`config.mk`:
```
export PLATFORM = sky130hd
export DESIGN_NAME = canstat_recorder
export DESIGN_NICKNAME = d
export VERILOG_FILES = /design/src/rtl/canstat_pkg.sv /design/src/rtl/canstat_err_pick.sv /design/src/rtl/canstat_code_reg.sv /design/src/rtl/canstat_recorder.sv
export SDC_FILE = /design/constraint.sdc
export NUM_CORES = 1
export LEC_CHECK = 0
export BUFFER_PORTS_ARGS = -buffer_cell sky130_fd_sc_hd__buf_2
export CORE_AREA = 2 2 39 41
export CTS_CLUSTER_DIAMETER = 200
export DETAILED_ROUTE_END_ITERATION = 10
export DIE_AREA = 0 0 41 43
export GPL_ROUTABILITY_DRIVEN = 1
export SYNTH_ARGS = -nofsm -noshare
export SYNTH_HDL_FRONTEND = slang
export SYNTH_SLANG_ARGS = --single-unit
export TNS_END_PERCENT = 30
```
`constraint.sdc`:
```
create_clock -name clk -period 2.3 [get_ports clk]
set_clock_uncertainty 0.2 [all_clocks]
set_input_delay 0.23 -clock clk [delete_from_list [all_inputs] [get_ports clk]]
set_output_delay 0.23 -clock clk [all_outputs]
set_load 0.01 [all_outputs]
```
`src/rtl/canstat_pkg.sv`:
```
package canstat_pkg;
  localparam int CODE_W  = 3;
  localparam int NUM_ERR = 6;
  localparam int ACT_W   = 2;

  typedef enum logic [CODE_W-1:0] {
    CODE_NONE  = 3'd0,
    CODE_STUFF = 3'd1,
    CODE_FORM  = 3'd2,
    CODE_ACK   = 3'd3,
    CODE_BIT1  = 3'd4,
    CODE_BIT0  = 3'd5,
    CODE_CRC   = 3'd6,
    CODE_NOCHG = 3'd7
  } code_e;
endpackage

```
`src/rtl/canstat_err_pick.sv`:
```
module canstat_err_pick #(
  parameter int NUM_ERR = canstat_pkg::NUM_ERR,
  parameter int CODE_W  = canstat_pkg::CODE_W
) (
  input  logic [NUM_ERR-1:0] err_vec,
  input  logic               fixed_stuff,
  output logic               hit,
  output logic [CODE_W-1:0]  code
);
  import canstat_pkg::*;

  localparam logic [CODE_W-1:0] NOCHG = {CODE_W{1'b1}};

  // Lowest set strobe wins; scan downward so the last write is the lowest index.
  always_comb begin
    hit  = |err_vec;
    code = '0;
    for (int i = NUM_ERR - 1; i >= 0; i--) begin
      if (err_vec[i]) code = CODE_W'(i + 1);
    end
    if (err_vec[0] && fixed_stuff) code = CODE_W'(CODE_FORM);
  end

  always_comb begin
    if (hit) begin
      a_r4_code_in_range: assert (code != '0 && code != NOCHG);
      // fixed stuff bit fault in the CRC field is reported as form error
      a_r5_fixed_stuff_form: assert (!(err_vec[0] && fixed_stuff) || code == CODE_W'(CODE_FORM));
    end
  end
endmodule

```
`src/rtl/canstat_code_reg.sv`:
```
module canstat_code_reg #(
  parameter int CODE_W = canstat_pkg::CODE_W
) (
  input  logic              clk,
  input  logic              rst_n,
  input  logic              ev_valid,
  input  logic [CODE_W-1:0] ev_code,
  input  logic              rd_clr,
  output logic [CODE_W-1:0] q
);
  localparam logic [CODE_W-1:0] NOCHG = {CODE_W{1'b1}};

  always_ff @(posedge clk) begin
    if (!rst_n)        q <= NOCHG;
    else if (ev_valid) q <= ev_code;
    else if (rd_clr)   q <= NOCHG;
  end

  a_r7_read_rearms: assert property (@(posedge clk) disable iff (!rst_n)
    rd_clr && !ev_valid |=> q == NOCHG);
  a_r8_event_beats_read: assert property (@(posedge clk) disable iff (!rst_n)
    ev_valid |=> q == $past(ev_code));
  a_r10_hold_when_quiet: assert property (@(posedge clk) disable iff (!rst_n)
    !ev_valid && !rd_clr |=> $stable(q));
endmodule

```
`src/rtl/canstat_recorder.sv`:
```
module canstat_recorder #(
  parameter int NUM_ERR = canstat_pkg::NUM_ERR,
  parameter int CODE_W  = canstat_pkg::CODE_W,
  parameter int ACT_W   = canstat_pkg::ACT_W,
  localparam int RD_W   = 2 * CODE_W + ACT_W + 1
) (
  input  logic               clk,
  input  logic               rst_n,
  input  logic [NUM_ERR-1:0] err_vec,
  input  logic               fixed_stuff,
  input  logic               frame_ok,
  input  logic               brs_data,
  input  logic [ACT_W-1:0]   act_in,
  input  logic               err_passive,
  input  logic               rd_en,
  output logic [RD_W-1:0]    rd_data
);
  localparam int NUM_FIELD = 2;  // 0: nominal phase, 1: fast data phase

  logic              err_hit;
  logic [CODE_W-1:0] err_code;
  logic              ev_any;
  logic [CODE_W-1:0] ev_code;
  logic [CODE_W-1:0] field_q [NUM_FIELD];
  logic [ACT_W-1:0]  act_q;
  logic              pas_q;

  canstat_err_pick #(.NUM_ERR(NUM_ERR), .CODE_W(CODE_W)) u_pick (
    .err_vec     (err_vec),
    .fixed_stuff (fixed_stuff),
    .hit         (err_hit),
    .code        (err_code)
  );

  assign ev_any  = err_hit | frame_ok;
  assign ev_code = err_hit ? err_code : '0;

  for (genvar f = 0; f < NUM_FIELD; f++) begin : g_field
    canstat_code_reg #(.CODE_W(CODE_W)) u_reg (
      .clk      (clk),
      .rst_n    (rst_n),
      .ev_valid (ev_any && (brs_data == (f == 1))),
      .ev_code  (ev_code),
      .rd_clr   (rd_en),
      .q        (field_q[f])
    );
  end

  always_ff @(posedge clk) begin
    if (!rst_n) begin
      act_q <= '0;
      pas_q <= 1'b0;
    end else begin
      act_q <= act_in;
      pas_q <= err_passive;
    end
  end

  assign rd_data = {pas_q, act_q, field_q[1], field_q[0]};

  a_r6_nominal_untouched: assert property (@(posedge clk) disable iff (!rst_n)
    ev_any && brs_data && !rd_en |=> $stable(rd_data[CODE_W-1:0]));
  a_r6_data_untouched: assert property (@(posedge clk) disable iff (!rst_n)
    ev_any && !brs_data && !rd_en |=> $stable(rd_data[2*CODE_W-1:CODE_W]));
  a_r3_success_clears: assert property (@(posedge clk) disable iff (!rst_n)
    frame_ok && !(|err_vec) && !brs_data |=> rd_data[CODE_W-1:0] == '0);
  a_r9_status_follows: assert property (@(posedge clk) disable iff (!rst_n)
    1'b1 |=> rd_data[RD_W-1:2*CODE_W] == {$past(err_passive), $past(act_in)});
endmodule

```
**Word level (Yosys, flattened, before mapping)**

Index checks and enable logic that the tools add are counted.

- Bits of input ports: 15
- Word-level logic and storage cells: 23
- Register bits after elaboration: 9

- Bitwise logic cells: 2
- Reductions and logical operators: 6
- Multiplexer cells: 11

Operator list:

| cell | count |
|---|---|
| 2-to-1 mux 3 bit | 11 |
| OR reduction 6 bit | 1 |
| nonzero test 2 bit | 2 |
| logical AND 1 bit | 3 |
| inverter 1 bit | 1 |
| OR 1 bit | 1 |

**Logic depth before layout (Yosys ltp)**

- Depth after elaboration: 9
- Depth in mapped cells: 4
- Depth with buffers taken out: 4

**Modules after synthesis**

Synthesis repeated with hierarchy kept, for this count alone.

- Cells, all modules: 48
- Area total of the unflattened synthesis: 405.4 µm²

Modules (own cells, without submodules):

| module | cells an instance | area an instance (µm²) | times used |
|---|---|---|---|
| canstat_code_reg | 12 | 108.9 | 2 |
| canstat_recorder | 12 | 122.6 | 1 |
| canstat_err_pick | 12 | 65.1 | 1 |

**Least setup slack after synthesis**

Ideal clock, no wire load.

- Path kind: input port to flip-flop
- From: input port frame_ok
- To: register g_field[1].u_reg.q[1]
- Setup slack: 0.709 ns
- Path buffers: 0
- Stages: 4
- Arrival time: 1.332 ns
- Setup time: 0.058 ns
- Path through: or4_4 -> o21ai_2 -> mux2_2 -> nand2_1

- Word-level cells in the longest chain between the ends: 3
- Elaborated cells between the ends (all ways): 4
- Classes of those cells: mux (1); bitwise (1); reduce/logical (2)

Ends and longest elaborated chain:

| item | RTL line | RTL |
|---|---|---|
| start, declared | canstat_recorder.sv:11 | `input logic frame_ok,` |
| OR 1 bit * | canstat_recorder.sv:35 | `assign ev_any = err_hit \| frame_ok;` |
| logical AND 1 bit * | canstat_recorder.sv:42 | `.ev_valid (ev_any && (brs_data == (f == 1))),` |
| 2-to-1 mux 3 bit or nonzero test 2 bit (tied branches) | - |  |
| end signal, assigned | canstat_code_reg.sv:15 | `else if (ev_valid) q <= ev_code;` |
| end, declared | canstat_code_reg.sv:9 | `output logic [CODE_W-1:0] q` |

Every way passes the cells marked *; elsewhere a longest branch is shown, timed or not.
A chain may end at the register's enable or synchronous reset.

**Final worst setup path**

- From: input port err_vec[3]
- To: register g_field[1].u_reg.q[2]

- Word-level cells in the longest chain between the ends: 7
- Elaborated cells between the ends (all ways): 11
- Classes of those cells: mux (7); bitwise (1); reduce/logical (3)

Ends and longest elaborated chain:

| item | RTL line | RTL |
|---|---|---|
| start, declared | canstat_recorder.sv:9 | `input logic [NUM_ERR-1:0] err_vec,` |
| 2-to-1 mux 3 bit (4 in a row) | canstat_err_pick.sv:19 | `if (err_vec[i]) code = CODE_W'(i + 1);` |
| 2-to-1 mux 3 bit | canstat_err_pick.sv:21 | `if (err_vec[0] && fixed_stuff) code = CODE_W'(CODE_FORM);` |
| 2-to-1 mux 3 bit | canstat_recorder.sv:36 | `assign ev_code = err_hit ? err_code : '0;` |
| 2-to-1 mux 3 bit | canstat_code_reg.sv:15 |  |

Several ways; a longest one is shown, not always the timed one.

==> impl_metrics.py <==
metrics = {
    "status": {
        "status": "completed",
    },
    "final_layout": {
        "syn_to_final_growth_pct": 44.3,
        "antenna_cells": 0,
        "final_cells": 88,
        "fillers": 156,
        "layout-drive-gt1-share": 0.472,
        "multiInputGateArea_um2": 228,
        "mostFrequentLayoutCells": "buf_2, dfxtp_1, nor3_1, and2_1, o21ai_1",
        "nNetsFinal": 88,
        "design_area_um2": 599,
        "final_common_cell": "buf_2",
        "regArea_um2": 180,
    },
    "logic_synthesis": {
        "yosys.area.top_type": "dfxtp_1",
        "ys.flop_type": "dfxtp_1",
        "synthMuxAreaShare": 0.0542,
        "synth_fa_ha_area_frac": 0,
        "yosysWarningCount": 0,
        "synth.distinct_cells": 19,
        "ys_seq_area_frac": 0.434,
        "syn_avg_cell_area_um2": 9.66,
        "synth_edf_count": 0,
        "synth_seq_cells": 9,
        "syn_nets": 58,
        "synth_compound_area_frac": 0.145,
        "synthCells": 43,
        "yosys.area_share.simple": 0.349,
        "yosysTopAreaCellShare": 0.434,
        "synthArstFlopShare": 0,
        "synth_xor_xnor_area_share": 0,
        "syn_area_um2": 415,
        "ys_top_cells_by_area": "dfxtp_1, and2_1, nor3_1",
        "synth_top_family_by_area": "simple AND/OR/NAND/NOR gates",
    },
    "clocking": {
        "post-cts-setup-buffers": 0,
        "ctsResizeCount": 0,
        "clockBufferDepth": 2,
        "cts_buffers": 3,
        "clock_latency_ps": 250,
        "cts-htree-levels": 1,
        "cts-root-buf": "clkbuf_4",
        "clk_pin_slew_ps": 60,
        "cts_tree": "yes",
        "cts_num_sinks": 9,
    },
    "detailed_routing": {
        "drtIter0Drc": 0,
        "wl_per_cell_um": 9.74,
        "via_count": 400,
        "drc": 0,
        "drtPass1Iterations": 1,
        "ant_nets": 0,
        "drt-total-wl_um": 857,
        "vias_per_cell": 4.55,
    },
    "placement": {
        "routabilityCongestion": 0.723,
        "io_buffer_count": 23,
        "dp_hpwl_um": 653,
        "dpl_cell_area_um2": 543,
        "dp_cells": 81,
    },
    "setup_path": {
        "crit_start": "err_vec[3]",
        "reg2reg_from": "g_field[1].u_reg.q[1]$_SDFFE_PN1P_",
        "worstSetupStartpointType": "primary input",
        "critPathArrivalTime_ps": 1490,
        "path_class": "primary input to flop",
        "endpoint_kind": "flop",
        "crit_chain": "buf_2 > or4_4 > o21ai_2 > mux2_2 > nand2_1",
        "path_buf_inv": 1,
        "crit_fanout": 4,
        "cp_data_required_time_ps": 2300,
        "slowest_delay_ps": 520,
        "path_delay_family": "simple AND/OR/NAND/NOR gates",
        "cp_slowest_cell": "or4_4",
    },
    "timing": {
        "fin_crit_ps": 1490,
        "max_freq_mhz": 673,
        "setup_violations": 0,
        "max_slew.worst_pin.slew_ps": 192,
        "hold_ws_ps": 16.3,
        "finalMaxSlewViolations": 0,
        "period_share": 0.647,
        "hold_viol": 0,
        "slew_headroom": 0.872,
        "setup_tns_ps": 0,
        "rsz0062_at_grt": "false",
    },
    "die": {
        "rows": 14,
        "io_pins": 24,
        "die_h_um": 43,
        "core_area_mm2": 0.00138,
        "die_area_mm2": 0.00176,
        "start_util": 0.300,
        "die_x_um": 41,
    },
    "pwr": {
        "leakage_uw": 0.000262,
        "power.total_uw": 349,
        "power.density_mw_per_mm2": 582,
        "ir_drop_mv": 0.178,
    },
    "grt": {
        "grt_max_degree": 10,
        "grt_use_total": 0.115,
        "grt_pass1_wl_um": 1380,
        "gr-total-overflow": 0,
        "antenna_found_initial": 0,
        "grt_pass1_vias": 377,
    },
    "worst_hold_path": {
        "min-delay-start": "rst_n",
        "hp-class": "primary input to flop",
    },
    "flow_run": {
        "cap_violations": 0,
    },
}
-- cell families (layout without fill, tap and decap cells) --
| kind of cell | after synthesis | after routing |
|---|---|---|
| AOI/OAI and AO/OA | 8 | 8 |
| DFF | 9 | 9 |
| buffers and inverters | 1 | 30 |
| and+or+nand+nor | 23 | 23 |
| muxes | 2 | 2 |
-- layout make-up --
| class | instances | area share |
|---|---|---|
| multi-input combinational | 33 | 0.380 |
| sequential | 9 | 0.301 |
| timing repair buffer | 26 | 0.242 |
| clock buffer | 4 | 0.0438 |
| tap | 16 | 0.0334 |
-- stage by stage --
stage,util,worst slack (ps)
CTS,0.433,818
finish,0.433,813
floorplan,-,709
detailed placement,0.392,553
global route,0.433,754
global placement,0.392,568
-- worst paths after layout --
kind / endpoint / cells after the start / slack, ps
max reg2reg: g_field[1].u_reg.q[1]$_SDFFE_PN1P_ / 3 / 1370
max: g_field[1].u_reg.q[2]$_SDFFE_PN1P_ / 5 / 810
min: g_field[1].u_reg.q[1]$_SDFFE_PN1P_ / 2 / 20
min reg2reg: g_field[0].u_reg.q[2]$_SDFFE_PN1P_ / 2 / 300
-- what timing repair did --
item,4_1_cts,5_1_grt
endpoints found under the setup margin,0,0
endpoints found under the hold margin,3,0
hold buffers,3,0
-- sequential cells by signal, summed over array words and instances (netlist names) --
register and cells:
g_field.u_reg.q 6, act_q 2, pas_q 1
-- Yosys cell counts (2+ instances only) --
cell     count
nor3_1       5
o21ai_1      4
nor3b_1      3
mux2_2       2
and2_1       4
nor2_1       3
dfxtp_1      9
nand2_1      2
-- layer usage --
metal	up-vias	GRT usage	share of wire
met3	0	0.0157	0.084
met4	0	0.100	0
met1	174	0.126	0.42
met5	-	0	0
li1	207	-	-
met2	19	0.178	0.49
-- report_power, final --
group          total, uW  switching, uW  internal (uW)
Clock                118           51.7           66.6
Sequential           168           3.12            165
Combinational       62.3           27.2           35.1
Total                349           82.1            267
No activity file was read; power rests on OpenSTA's default activity.
